===== config.mk =====
export PLATFORM = sky130hd
export DESIGN_NAME = flash_cmd_seq
export DESIGN_NICKNAME = d
export VERILOG_FILES = /design/src/rtl/fcs_pkg.sv /design/src/rtl/fcs_seq_decoder.sv /design/src/rtl/fcs_mode_ctl.sv /design/src/rtl/fcs_read_mux.sv /design/src/rtl/flash_cmd_seq.sv
export SDC_FILE = /design/constraint.sdc
export NUM_CORES = 1
export LEC_CHECK = 0
export ABC_AREA = 0
export BUFFER_PORTS_ARGS = -buffer_cell sky130_fd_sc_hd__buf_2
export CAP_MARGIN = 20
export CELL_PAD_IN_SITES_DETAIL_PLACEMENT = 1
export CELL_PAD_IN_SITES_GLOBAL_PLACEMENT = 1
export CORE_MARGIN = 4
export CORE_UTILIZATION = 34
export DETAILED_ROUTE_END_ITERATION = 8
export GPL_TIMING_DRIVEN = 0
export PLACE_DENSITY = 0.79
export SYNTH_ARGS = -nofsm -noshare
export SYNTH_HDL_FRONTEND = slang
export SYNTH_SLANG_ARGS = --single-unit
export TNS_END_PERCENT = 1

===== constraint.sdc =====
create_clock -name clk -period 2.4 [get_ports clk]
set_clock_uncertainty 0.1 [all_clocks]
set_input_delay 0.48 -clock clk [delete_from_list [all_inputs] [get_ports clk]]
set_output_delay 0.48 -clock clk [all_outputs]
set_load 0.05 [all_outputs]

===== src/rtl/fcs_pkg.sv =====
package fcs_pkg;

  typedef enum logic [1:0] {
    RM_ARRAY  = 2'd0,
    RM_IDENT  = 2'd1,
    RM_SECURE = 2'd2,
    RM_STATUS = 2'd3
  } rd_mode_e;

  typedef enum logic [2:0] {
    SQ_IDLE,
    SQ_KEY1,
    SQ_KEY2,
    SQ_PGM_ARG,
    SQ_EXIT_ARG
  } seq_e;

  typedef struct packed {
    logic go_ident;
    logic go_secure;
    logic leave_secure;
    logic go_program;
    logic soft_reset;
  } seq_evt_t;

  localparam logic [10:0] KEY1_ADDR  = 11'h555;
  localparam logic [10:0] KEY2_ADDR  = 11'h2AA;
  localparam logic [7:0]  KEY1_DATA  = 8'hAA;
  localparam logic [7:0]  KEY2_DATA  = 8'h55;
  localparam logic [7:0]  OP_IDENT   = 8'h90;
  localparam logic [7:0]  OP_PROGRAM = 8'hA0;
  localparam logic [7:0]  OP_SECURE  = 8'h88;
  localparam logic [7:0]  OP_LEAVE   = 8'h00;
  localparam logic [7:0]  OP_RESET   = 8'hF0;
  localparam int          ESN_WORDS  = 8;

endpackage


===== src/rtl/fcs_seq_decoder.sv =====
module fcs_seq_decoder
  import fcs_pkg::*;
(
  input  logic        clk,
  input  logic        rst_n,
  input  logic        wr_fire,
  input  logic [10:0] key_addr,
  input  logic [7:0]  op,
  input  logic        busy,
  input  logic        in_ident,
  input  logic        in_secure,
  output seq_evt_t    evt
);

  seq_e st, st_nx;

  always_ff @(posedge clk or negedge rst_n) begin
    if (!rst_n) st <= SQ_IDLE;
    else        st <= st_nx;
  end

  always_comb begin
    st_nx = st;
    evt   = '0;
    if (wr_fire && !busy) begin
      if (op == OP_RESET && st != SQ_PGM_ARG) begin
        evt.soft_reset = 1'b1;
        st_nx          = SQ_IDLE;
      end else if (in_ident) begin
        st_nx = SQ_IDLE;
      end else begin
        unique case (st)
          SQ_IDLE: begin
            if (key_addr == KEY1_ADDR && op == KEY1_DATA) st_nx = SQ_KEY1;
          end
          SQ_KEY1: begin
            st_nx = (key_addr == KEY2_ADDR && op == KEY2_DATA) ? SQ_KEY2 : SQ_IDLE;
          end
          SQ_KEY2: begin
            st_nx = SQ_IDLE;
            if (key_addr == KEY1_ADDR) begin
              if (in_secure) begin
                if (op == OP_IDENT) st_nx = SQ_EXIT_ARG;
              end else begin
                if (op == OP_IDENT)   evt.go_ident  = 1'b1;
                if (op == OP_SECURE)  evt.go_secure = 1'b1;
                if (op == OP_PROGRAM) st_nx         = SQ_PGM_ARG;
              end
            end
          end
          SQ_PGM_ARG: begin
            evt.go_program = 1'b1;
            st_nx          = SQ_IDLE;
          end
          SQ_EXIT_ARG: begin
            if (op == OP_LEAVE) evt.leave_secure = 1'b1;
            st_nx = SQ_IDLE;
          end
          default: st_nx = SQ_IDLE;
        endcase
      end
    end
  end

endmodule


===== src/rtl/fcs_mode_ctl.sv =====
module fcs_mode_ctl
  import fcs_pkg::*;
#(
  parameter int ADDR_W = 16
) (
  input  logic              clk,
  input  logic              rst_n,
  input  seq_evt_t          evt,
  input  logic [ADDR_W-1:0] wr_addr,
  input  logic [15:0]       wr_data,
  input  logic              rd_fire,
  input  logic              pgm_done,
  output rd_mode_e          mode,
  output logic              pgm_start,
  output logic [ADDR_W-1:0] pgm_addr,
  output logic [15:0]       pgm_data,
  output logic              tog
);

  always_ff @(posedge clk or negedge rst_n) begin
    if (!rst_n) begin
      mode      <= RM_ARRAY;
      pgm_start <= 1'b0;
      pgm_addr  <= '0;
      pgm_data  <= '0;
      tog       <= 1'b0;
    end else begin
      pgm_start <= 1'b0;
      unique case (mode)
        RM_STATUS: begin
          if (pgm_done) begin
            mode     <= RM_ARRAY;
            pgm_addr <= '0;
            pgm_data <= '0;
          end else if (rd_fire) begin
            tog <= ~tog;
          end
        end
        RM_ARRAY: begin
          if (evt.go_ident) begin
            mode <= RM_IDENT;
          end else if (evt.go_secure) begin
            mode <= RM_SECURE;
          end else if (evt.go_program) begin
            mode      <= RM_STATUS;
            pgm_start <= 1'b1;
            pgm_addr  <= wr_addr;
            pgm_data  <= wr_data;
            tog       <= 1'b0;
          end
        end
        RM_IDENT: begin
          if (evt.soft_reset) mode <= RM_ARRAY;
        end
        RM_SECURE: begin
          if (evt.leave_secure) mode <= RM_ARRAY;
        end
        default: mode <= RM_ARRAY;
      endcase
    end
  end

endmodule


===== src/rtl/fcs_read_mux.sv =====
module fcs_read_mux
  import fcs_pkg::*;
#(
  parameter int          ADDR_W    = 16,
  parameter int          SECT_W    = 3,
  parameter logic [15:0] MFR_CODE  = 16'h00A5,
  parameter logic [15:0] DEV_CODE1 = 16'h3C10,
  parameter logic [15:0] DEV_CODE2 = 16'h3C21,
  parameter logic [15:0] DEV_CODE3 = 16'h3C32,
  parameter logic [15:0] ESN_BASE  = 16'hC0DE
) (
  input  logic                  clk,
  input  logic                  rst_n,
  input  logic                  rd_fire,
  input  logic [ADDR_W-1:0]     rd_addr,
  input  rd_mode_e              mode,
  input  logic                  tog,
  input  logic                  pgm_d7,
  input  logic [15:0]           array_rdata,
  input  logic [(1<<SECT_W)-1:0] sect_prot,
  output logic                  rsp_valid,
  output logic [15:0]           rsp_data
);

  localparam int IDX_W = $clog2(ESN_WORDS);

  logic [15:0]       esn_word [ESN_WORDS];
  logic [15:0]       ident_word, secure_word, status_word, rd_word;
  logic [SECT_W-1:0] sect_idx;

  for (genvar g = 0; g < ESN_WORDS; g++) begin : g_esn
    assign esn_word[g] = ESN_BASE + 16'(g);
  end

  assign sect_idx = rd_addr[ADDR_W-1 -: SECT_W];

  always_comb begin
    unique case (rd_addr[7:0])
      8'h00:   ident_word = MFR_CODE;
      8'h01:   ident_word = DEV_CODE1;
      8'h0E:   ident_word = DEV_CODE2;
      8'h0F:   ident_word = DEV_CODE3;
      8'h02:   ident_word = {15'b0, sect_prot[sect_idx]};
      default: ident_word = 16'h0000;
    endcase
  end

  assign secure_word = (rd_addr[ADDR_W-1:IDX_W] == '0) ? esn_word[rd_addr[IDX_W-1:0]]
                                                       : 16'hFFFF;
  assign status_word = {8'h00, ~pgm_d7, tog, 6'b0};

  always_comb begin
    unique case (mode)
      RM_IDENT:  rd_word = ident_word;
      RM_SECURE: rd_word = secure_word;
      RM_STATUS: rd_word = status_word;
      default:   rd_word = array_rdata;
    endcase
  end

  always_ff @(posedge clk or negedge rst_n) begin
    if (!rst_n) begin
      rsp_valid <= 1'b0;
      rsp_data  <= '0;
    end else begin
      rsp_valid <= rd_fire;
      if (rd_fire) rsp_data <= rd_word;
    end
  end

endmodule


===== src/rtl/flash_cmd_seq.sv =====
module flash_cmd_seq
  import fcs_pkg::*;
#(
  parameter int          ADDR_W    = 16,
  parameter int          SECT_W    = 3,
  parameter logic [15:0] MFR_CODE  = 16'h00A5,
  parameter logic [15:0] DEV_CODE1 = 16'h3C10,
  parameter logic [15:0] DEV_CODE2 = 16'h3C21,
  parameter logic [15:0] DEV_CODE3 = 16'h3C32,
  parameter logic [15:0] ESN_BASE  = 16'hC0DE
) (
  input  logic                   clk,
  input  logic                   rst_n,
  input  logic                   wr_valid,
  output logic                   wr_ready,
  input  logic [ADDR_W-1:0]      wr_addr,
  input  logic [15:0]            wr_data,
  input  logic                   rd_valid,
  output logic                   rd_ready,
  input  logic [ADDR_W-1:0]      rd_addr,
  input  logic [15:0]            array_rdata,
  input  logic [(1<<SECT_W)-1:0] sect_prot,
  output logic                   rsp_valid,
  output logic [15:0]            rsp_data,
  output logic [1:0]             rd_mode,
  output logic                   pgm_start,
  output logic [ADDR_W-1:0]      pgm_addr,
  output logic [15:0]            pgm_data,
  input  logic                   pgm_done
);

  seq_evt_t evt;
  rd_mode_e mode;
  logic     tog, wr_fire, rd_fire;

  assign wr_ready = 1'b1;
  assign rd_ready = 1'b1;
  assign wr_fire  = wr_valid && wr_ready;
  assign rd_fire  = rd_valid && rd_ready;
  assign rd_mode  = mode;

  fcs_seq_decoder u_dec (
    .clk       (clk),
    .rst_n     (rst_n),
    .wr_fire   (wr_fire),
    .key_addr  (wr_addr[10:0]),
    .op        (wr_data[7:0]),
    .busy      (mode == RM_STATUS),
    .in_ident  (mode == RM_IDENT),
    .in_secure (mode == RM_SECURE),
    .evt       (evt)
  );

  fcs_mode_ctl #(.ADDR_W(ADDR_W)) u_mode (
    .clk       (clk),
    .rst_n     (rst_n),
    .evt       (evt),
    .wr_addr   (wr_addr),
    .wr_data   (wr_data),
    .rd_fire   (rd_fire),
    .pgm_done  (pgm_done),
    .mode      (mode),
    .pgm_start (pgm_start),
    .pgm_addr  (pgm_addr),
    .pgm_data  (pgm_data),
    .tog       (tog)
  );

  fcs_read_mux #(
    .ADDR_W(ADDR_W), .SECT_W(SECT_W), .MFR_CODE(MFR_CODE), .DEV_CODE1(DEV_CODE1),
    .DEV_CODE2(DEV_CODE2), .DEV_CODE3(DEV_CODE3), .ESN_BASE(ESN_BASE)
  ) u_rmux (
    .clk         (clk),
    .rst_n       (rst_n),
    .rd_fire     (rd_fire),
    .rd_addr     (rd_addr),
    .mode        (mode),
    .tog         (tog),
    .pgm_d7      (pgm_data[7]),
    .array_rdata (array_rdata),
    .sect_prot   (sect_prot),
    .rsp_valid   (rsp_valid),
    .rsp_data    (rsp_data)
  );

endmodule


=== After elaboration in Yosys (flattened, before gate mapping) ===
Memories as Yosys holds them, arrays and structs flattened.
Index checks and enable logic that the tools add are counted.

* Bits in registers: 56
* Memory bits (read-only): 128
* Input port bits: 77
* Output and inout port bits: 54
* Logic and storage cells: 113
* Memories kept: 1

{| class="wikitable"
|+ Memory list
! name !! words !! width !! read ports !! clocked after memory_dff !! write ports !! line !! source
|-
| (name not given) || 8 || 16 || 1 || 0 || 0 || fcs_read_mux.sv:48 || <nowiki>assign secure_word = (rd_addr[ADDR_W-1:IDX_W] == '0) ? esn_word[rd_addr[IDX_W-1:0]]</nowiki>
|}

* Magnitude comparators: 2
* Eq/ne operators: 30
* Multiplexer cells: 54
* Bitwise gates (word level): 3
* Reductions and logical operators: 15

{| class="wikitable"
|+ Operator list
! kind !! number
|-
| 16-bit 2-to-1 mux || 10
|-
| 14-bit case mux with 5 select lines || 1
|-
| 16-bit case mux with 2 select lines || 2
|-
| 16-bit case mux with 3 select lines || 1
|-
| 8-bit == test (second input constant) || 5
|-
| 2-bit 2-to-1 mux || 11
|-
| 3-bit 2-to-1 mux || 6
|-
| 8-bit by 4-bit == test with 1-bit output (second input constant) || 2
|-
| 8-bit zero test || 2
|-
| 1-bit 2-to-1 mux || 16
|-
| 2-bit != test (second input constant) || 8
|-
| 13-bit zero test || 1
|-
| 11-bit by 10-bit == test with 1-bit output (second input constant) || 1
|-
| 11-bit == test (second input constant) || 1
|-
| 3-bit case mux with 3 select lines || 1
|-
| 8-bit by 1-bit == test with 1-bit output (second input constant) || 1
|-
| 8-bit by 2-bit == test with 1-bit output (second input constant) || 1
|-
| 8-bit by 7-bit == test with 1-bit output (second input constant) || 1
|-
| 4-bit 2-to-1 mux || 2
|-
| 2-bit case mux with 4 select lines || 1
|-
| 3-bit by 2-bit == test with 1-bit output (second input constant) || 2
|-
| 6-bit AND reduction || 1
|-
| 5-bit 2-to-1 mux || 1
|-
| 5-bit AND reduction || 1
|-
| 20 further kinds || 25
|}

=== Logic depth before layout (Yosys ltp) ===
* Depth in word-level cells: 12
* Gate-level depth with buffers: 8

=== Hierarchy ===
From an unflattened synthesis, not the netlist that was laid out.

* Cell total of the unflattened synthesis: 346
* Area total of the unflattened synthesis: 3254.4 µm²

{| class="wikitable"
|+ Modules (own cells, without submodules)
! module !! times used !! cells each !! area each (µm²)
|-
| fcs_mode_ctl || 1 || 164 || 1691.6
|-
| fcs_read_mux || 1 || 118 || 1044.8
|-
| fcs_seq_decoder || 1 || 58 || 476.7
|-
| flash_cmd_seq || 1 || 6 || 41.3
|}

=== Least setup slack after synthesis ===
Ideal clock, no wire load.

* Kind: reg2reg
* Start: register u_mode.mode[1]
* End: register u_mode.mode[1]
* Library setup time: 0.087 ns
* Arrival: 2.274 ns
* Setup slack: -0.061 ns
* Cell stages (with the launch flop): 8
* Path buffers: 0
* Cell sequence: dfrtp_1 -> inv_1 -> ha_1 -> or4b_4 -> nand4b_1 -> a2bb2oi_2 -> o21ai_1 -> a22oi_1

* Longest elaborated chain between the ends: 10
* Elaborated cells between the ends (all ways): 20
* Those cells by class: eq/ne: 7; mux: 9; reduce/logical: 4

{| class="wikitable"
|+ RTL lines
! what !! line !! source
|-
| start: declaration || fcs_mode_ctl.sv:13 || <nowiki>output rd_mode_e mode,</nowiki>
|-
| start signal: assignment || fcs_mode_ctl.sv:22 || <nowiki>mode <= RM_ARRAY;</nowiki>
|-
| start signal: assignment || fcs_mode_ctl.sv:32 || <nowiki>mode <= RM_ARRAY;</nowiki>
|-
| start signal: assignment || fcs_mode_ctl.sv:41 || <nowiki>mode <= RM_IDENT;</nowiki>
|-
| 2-bit == test || fcs_mode_ctl.sv:29, flash_cmd_seq.sv:50 ||
|-
| 2-bit 2-to-1 mux || fcs_seq_decoder.sv:42 || <nowiki>if (in_secure) begin</nowiki>
|-
| 2-bit 2-to-1 mux || fcs_seq_decoder.sv:41 || <nowiki>if (key_addr == KEY1_ADDR) begin</nowiki>
|-
| 2-bit 2-to-1 mux || fcs_seq_decoder.sv:32 || <nowiki>unique case (st)</nowiki>
|-
| 4-bit 2-to-1 mux || fcs_seq_decoder.sv:29 || <nowiki>end else if (in_ident) begin</nowiki>
|-
| 4-bit 2-to-1 mux || fcs_seq_decoder.sv:26 || <nowiki>if (op == OP_RESET && st != SQ_PGM_ARG) begin</nowiki>
|-
| 5-bit 2-to-1 mux || fcs_seq_decoder.sv:25 || <nowiki>if (wr_fire && !busy) begin</nowiki>
|-
| 2-bit 2-to-1 mux || fcs_mode_ctl.sv:42 || <nowiki>end else if (evt.go_secure) begin</nowiki>
|-
| 2-bit 2-to-1 mux || fcs_mode_ctl.sv:40 || <nowiki>if (evt.go_ident) begin</nowiki>
|-
| 2-bit case mux with 4 select lines || fcs_mode_ctl.sv:29 || <nowiki>unique case (mode)</nowiki>
|}

Parallel ways exist; a longest one is shown, timed or not.
A chain may end at the register's enable or synchronous reset.

=== Final worst setup path ===
* Start: register u_mode.mode[1]
* End: register u_mode.mode[0]

Same word-level chain as after synthesis.

==> results.sh <==
export IMPL_hpwlAfterDp_um=7890
export IMPL_setup_viol=0
export IMPL_gp_congestion=0.807
export IMPL_clkPwrFrac=0.292
export IMPL_final_cell_mix="buf_2 (131), nand2_1 (82), dfrtp_1 (55)"
export IMPL_synth_compound_area_frac=0.161
export IMPL_initial_core_util=0.356
export IMPL_finalCriticalPeriod_ns=2.25
export IMPL_ys_flop_type="dfrtp_1"
export IMPL_layout_drive_gt1_share=0.345
export IMPL_yosys_area_share_adder=0.0251
export IMPL_io_pins=131
export IMPL_cts_buffers=5
export IMPL_netlist_area_mm2=0.00299
export IMPL_critPathLaunchType="register"
export IMPL_layout_commonest_cell="buf_2"
export IMPL_dieArea_mm2=0.0103
export IMPL_area_growth_pct=31.1
export IMPL_crit_buf_inv=1
export IMPL_synth_cell_types=51
export IMPL_power_switching_uw=564
export IMPL_total_power_mw=1.85
export IMPL_slowest_stage="or4b_4"
export IMPL_async_flop_share=1.00
export IMPL_arrival_ns=2.38
export IMPL_p_int_mw=1.29
export IMPL_synth_top_family_by_area="simple AND/OR/NAND/NOR gates"
export IMPL_core_mm2=0.00838
export IMPL_seqPwrFrac=0.530
export IMPL_diodes=0
export IMPL_maxCapViolations=0
export IMPL_r2r_end="u_mode.mode[0]$_DFFE_PN0P_"
export IMPL_avgSynthCellArea_um2=8.78
export IMPL_path_max_fanout=8
export IMPL_min_path_type="primary input to register"
export IMPL_synthSimpleGateAreaFrac=0.269
export IMPL_synth_edf_count=0
export IMPL_drc=0
export IMPL_drv_slew=0
export IMPL_vias_per_cell=5.20
export IMPL_ys_ff_latch=56
export IMPL_finalNetCount=563
export IMPL_final_core_util=0.467
export IMPL_wl_per_cell_um=17.1
export IMPL_die_w_um=102
export IMPL_cp_end_kind="register"
export IMPL_worstPathRequired_ns=2.52
export IMPL_grt_max_degree=41
export IMPL_dr_pass1_iters=4
export IMPL_clk_pin_slew_ns=0.11
export IMPL_antenna_found_initial=0
export IMPL_worstHoldEndpoint="u_rmux.rsp_valid$_DFF_PN0_"
export IMPL_synth_xor_area_share=0
export IMPL_hold_violations=0
export IMPL_min_from="rd_valid"
export IMPL_ant_nets=0
export IMPL_hold_path_cell_count=1
export IMPL_cts_root_buffer="clkbuf_8"
export IMPL_critPathMaxStageDelay_ns=0.57
export IMPL_htreeDepth=2
export IMPL_period_share=0.939
export IMPL_path_class="register to register"
export IMPL_tritoncts="yes"
export IMPL_yosys_warnings=0
export IMPL_routed_wl_um=10000
export IMPL_grt_setup_unrepaired="false"
export IMPL_grt_overflow=0
export IMPL_portBuffers=128
export IMPL_power_density_mw_per_mm2=473
export IMPL_power_frac_comb=0.178
export IMPL_ys_seq_area_frac=0.469
export IMPL_worst_pin_slew_ns=0.552
export IMPL_vias=3050
export IMPL_irDropWorstVdd_uv=207
export IMPL_ff2ff_setup_slack_ns=0.15
export IMPL_track_usage=0.191
export IMPL_grt_pass1_vias=3180
export IMPL_r2r_start="u_mode.mode[1]$_DFFE_PN0P_"
export IMPL_ctsLongestPathBuffers=2
export IMPL_path_delay_family="simple AND/OR/NAND/NOR gates"
export IMPL_worstPathCellList="inv_1 > ha_2 > or4b_4 > nand4b_1 > a2bb2oi_2 > o21ai_1 > a22oi_2"
export IMPL_synth_area_mux_share=0.0260
export IMPL_grt_pass1_wl_um=15800
export IMPL_num_rows=33
export IMPL_relSlewSlack=0.632
export IMPL_drt_iter0_drc=79
export IMPL_reg2regPathDepth=7
export IMPL_status="complete, no violations"
export IMPL_clock_latency_ns=0.31
export IMPL_p_leak_nw=2.01
export IMPL_synthCells=340
export IMPL_p_sw_frac=0.304
export IMPL_die_h_um=102
export IMPL_max_freq_mhz=444
export IMPL_clock_sinks=56
## layout make-up
type | count | area (um2)
plain buffers | 20 | 111
flip-flops and latches | 56 | 1400
clock inverters | 2 | 16.3
well taps | 105 | 131
fillers | 1074 | 4470
repair buffers | 132 | 686
clock buffers | 6 | 72.6
inverters | 10 | 37.5
multi-input cells | 255 | 1460
## registers in the layout, summed over array words and instances, names as in the netlist
name and flops:
u_dec.st 3, u_mode.mode 2, u_mode.pgm_data 16, u_rmux.rsp_valid 1
u_mode.tog 1, u_mode.pgm_addr 16, u_rmux.rsp_data 16, u_mode.pgm_start 1
## power by group through the flow
stage	sequential [mW]	clock (mW)	combinational [mW]
final	0.981	0.542	0.330
after global routing	0.985	0.600	0.359
after CTS	0.982	0.563	0.332
after detailed placement	1.00	0	0.330
after global placement	0.999	0	0.319
after floorplan	1.09	0	0.0862
## synth_stat cells, drive strengths merged (2+ instances only)
cell type  count  area share
nand4b         5       0.015
buf            8       0.016
nor4b          3       0.014
nand2b         2      0.0042
nor3           7       0.016
mux2           2      0.0075
nor4bb         4       0.013
inv           10       0.013
o21a           2      0.0050
nor2b          4      0.0084
nand2         82        0.10
a31oi          2      0.0042
nand3b         3      0.0075
o22ai          3      0.0063
o21ai         48       0.080
nor2          22       0.028
a22oi          3      0.0075
dfrtp         56        0.47
o41ai          2      0.0059
nand4          5       0.010
clkbuf        12       0.020
a21oi         21       0.035
mux4           2       0.015
nor4           8       0.017
ha             6       0.025
## logic make-up after synthesis
logic type	count (synthesis)
AOI/OAI and AO/OA	86
adders and majority gates	6
buffers and inverters	30
DFF	56
muxes	5
other	1
and+or+nand+nor	156
## metrics by stage
stage          setup slack (ns)  cells  TNS (ns)  hold WS [ns]  cell area [um2]
4_1_cts                  0.0599    584         0         0.195             3890
2_1_floorplan            0.0627    341         0        0.0844             2990
5_1_grt                  0.0249    586         0         0.196             3910
6_report                  0.146    586         0         0.209             3910
3_3_place_gp             0.0565    574         0         0.358             3760
3_5_place_dp            -0.0985    575     -1.19         0.350             3780
## per-layer routing
| layer | vias up | global-route usage | part of all wire |
|---|---|---|---|
| li1 | 1465 | - | - |
| met1 | 1503 | 0.250 | 0.44 |
| met2 | 71 | 0.338 | 0.51 |
| met3 | 11 | 0.0241 | 0.042 |
| met4 | 0 | 0.0429 | 0.011 |
| met5 | - | 0 | 0 |
## worst max-delay path by stage
stage,to,from,slack [ns],depth (start not counted)
floorplan,u_mode.mode[1]$_DFFE_PN0P_,u_mode.mode[0]$_DFFE_PN0P_,0.06,6
global placement,u_mode.pgm_addr[8]$_DFFE_PN0P_,u_mode.mode[0]$_DFFE_PN0P_,0.06,6
detailed placement,u_mode.pgm_addr[13]$_DFFE_PN0P_,u_mode.mode[0]$_DFFE_PN0P_,-0.1,6
finish,u_mode.mode[0]$_DFFE_PN0P_,u_mode.mode[1]$_DFFE_PN0P_,0.15,7
CTS,u_mode.mode[0]$_DFFE_PN0P_,u_mode.mode[1]$_DFFE_PN0P_,0.06,7
global route,u_mode.mode[0]$_DFFE_PN0P_,u_mode.mode[1]$_DFFE_PN0P_,0.02,7
## repair_timing
action                     in CTS  in global routing
setup buffers                   0                  2
pin swaps                       0                  1
setup endpoints to repair      22                 21
hold buffers                    1                  0
gates resized for setup         2                  8
hold endpoints to repair        5                  0
cloned                          0                  0
Note: power is estimated with default switching activity, not from simulation.
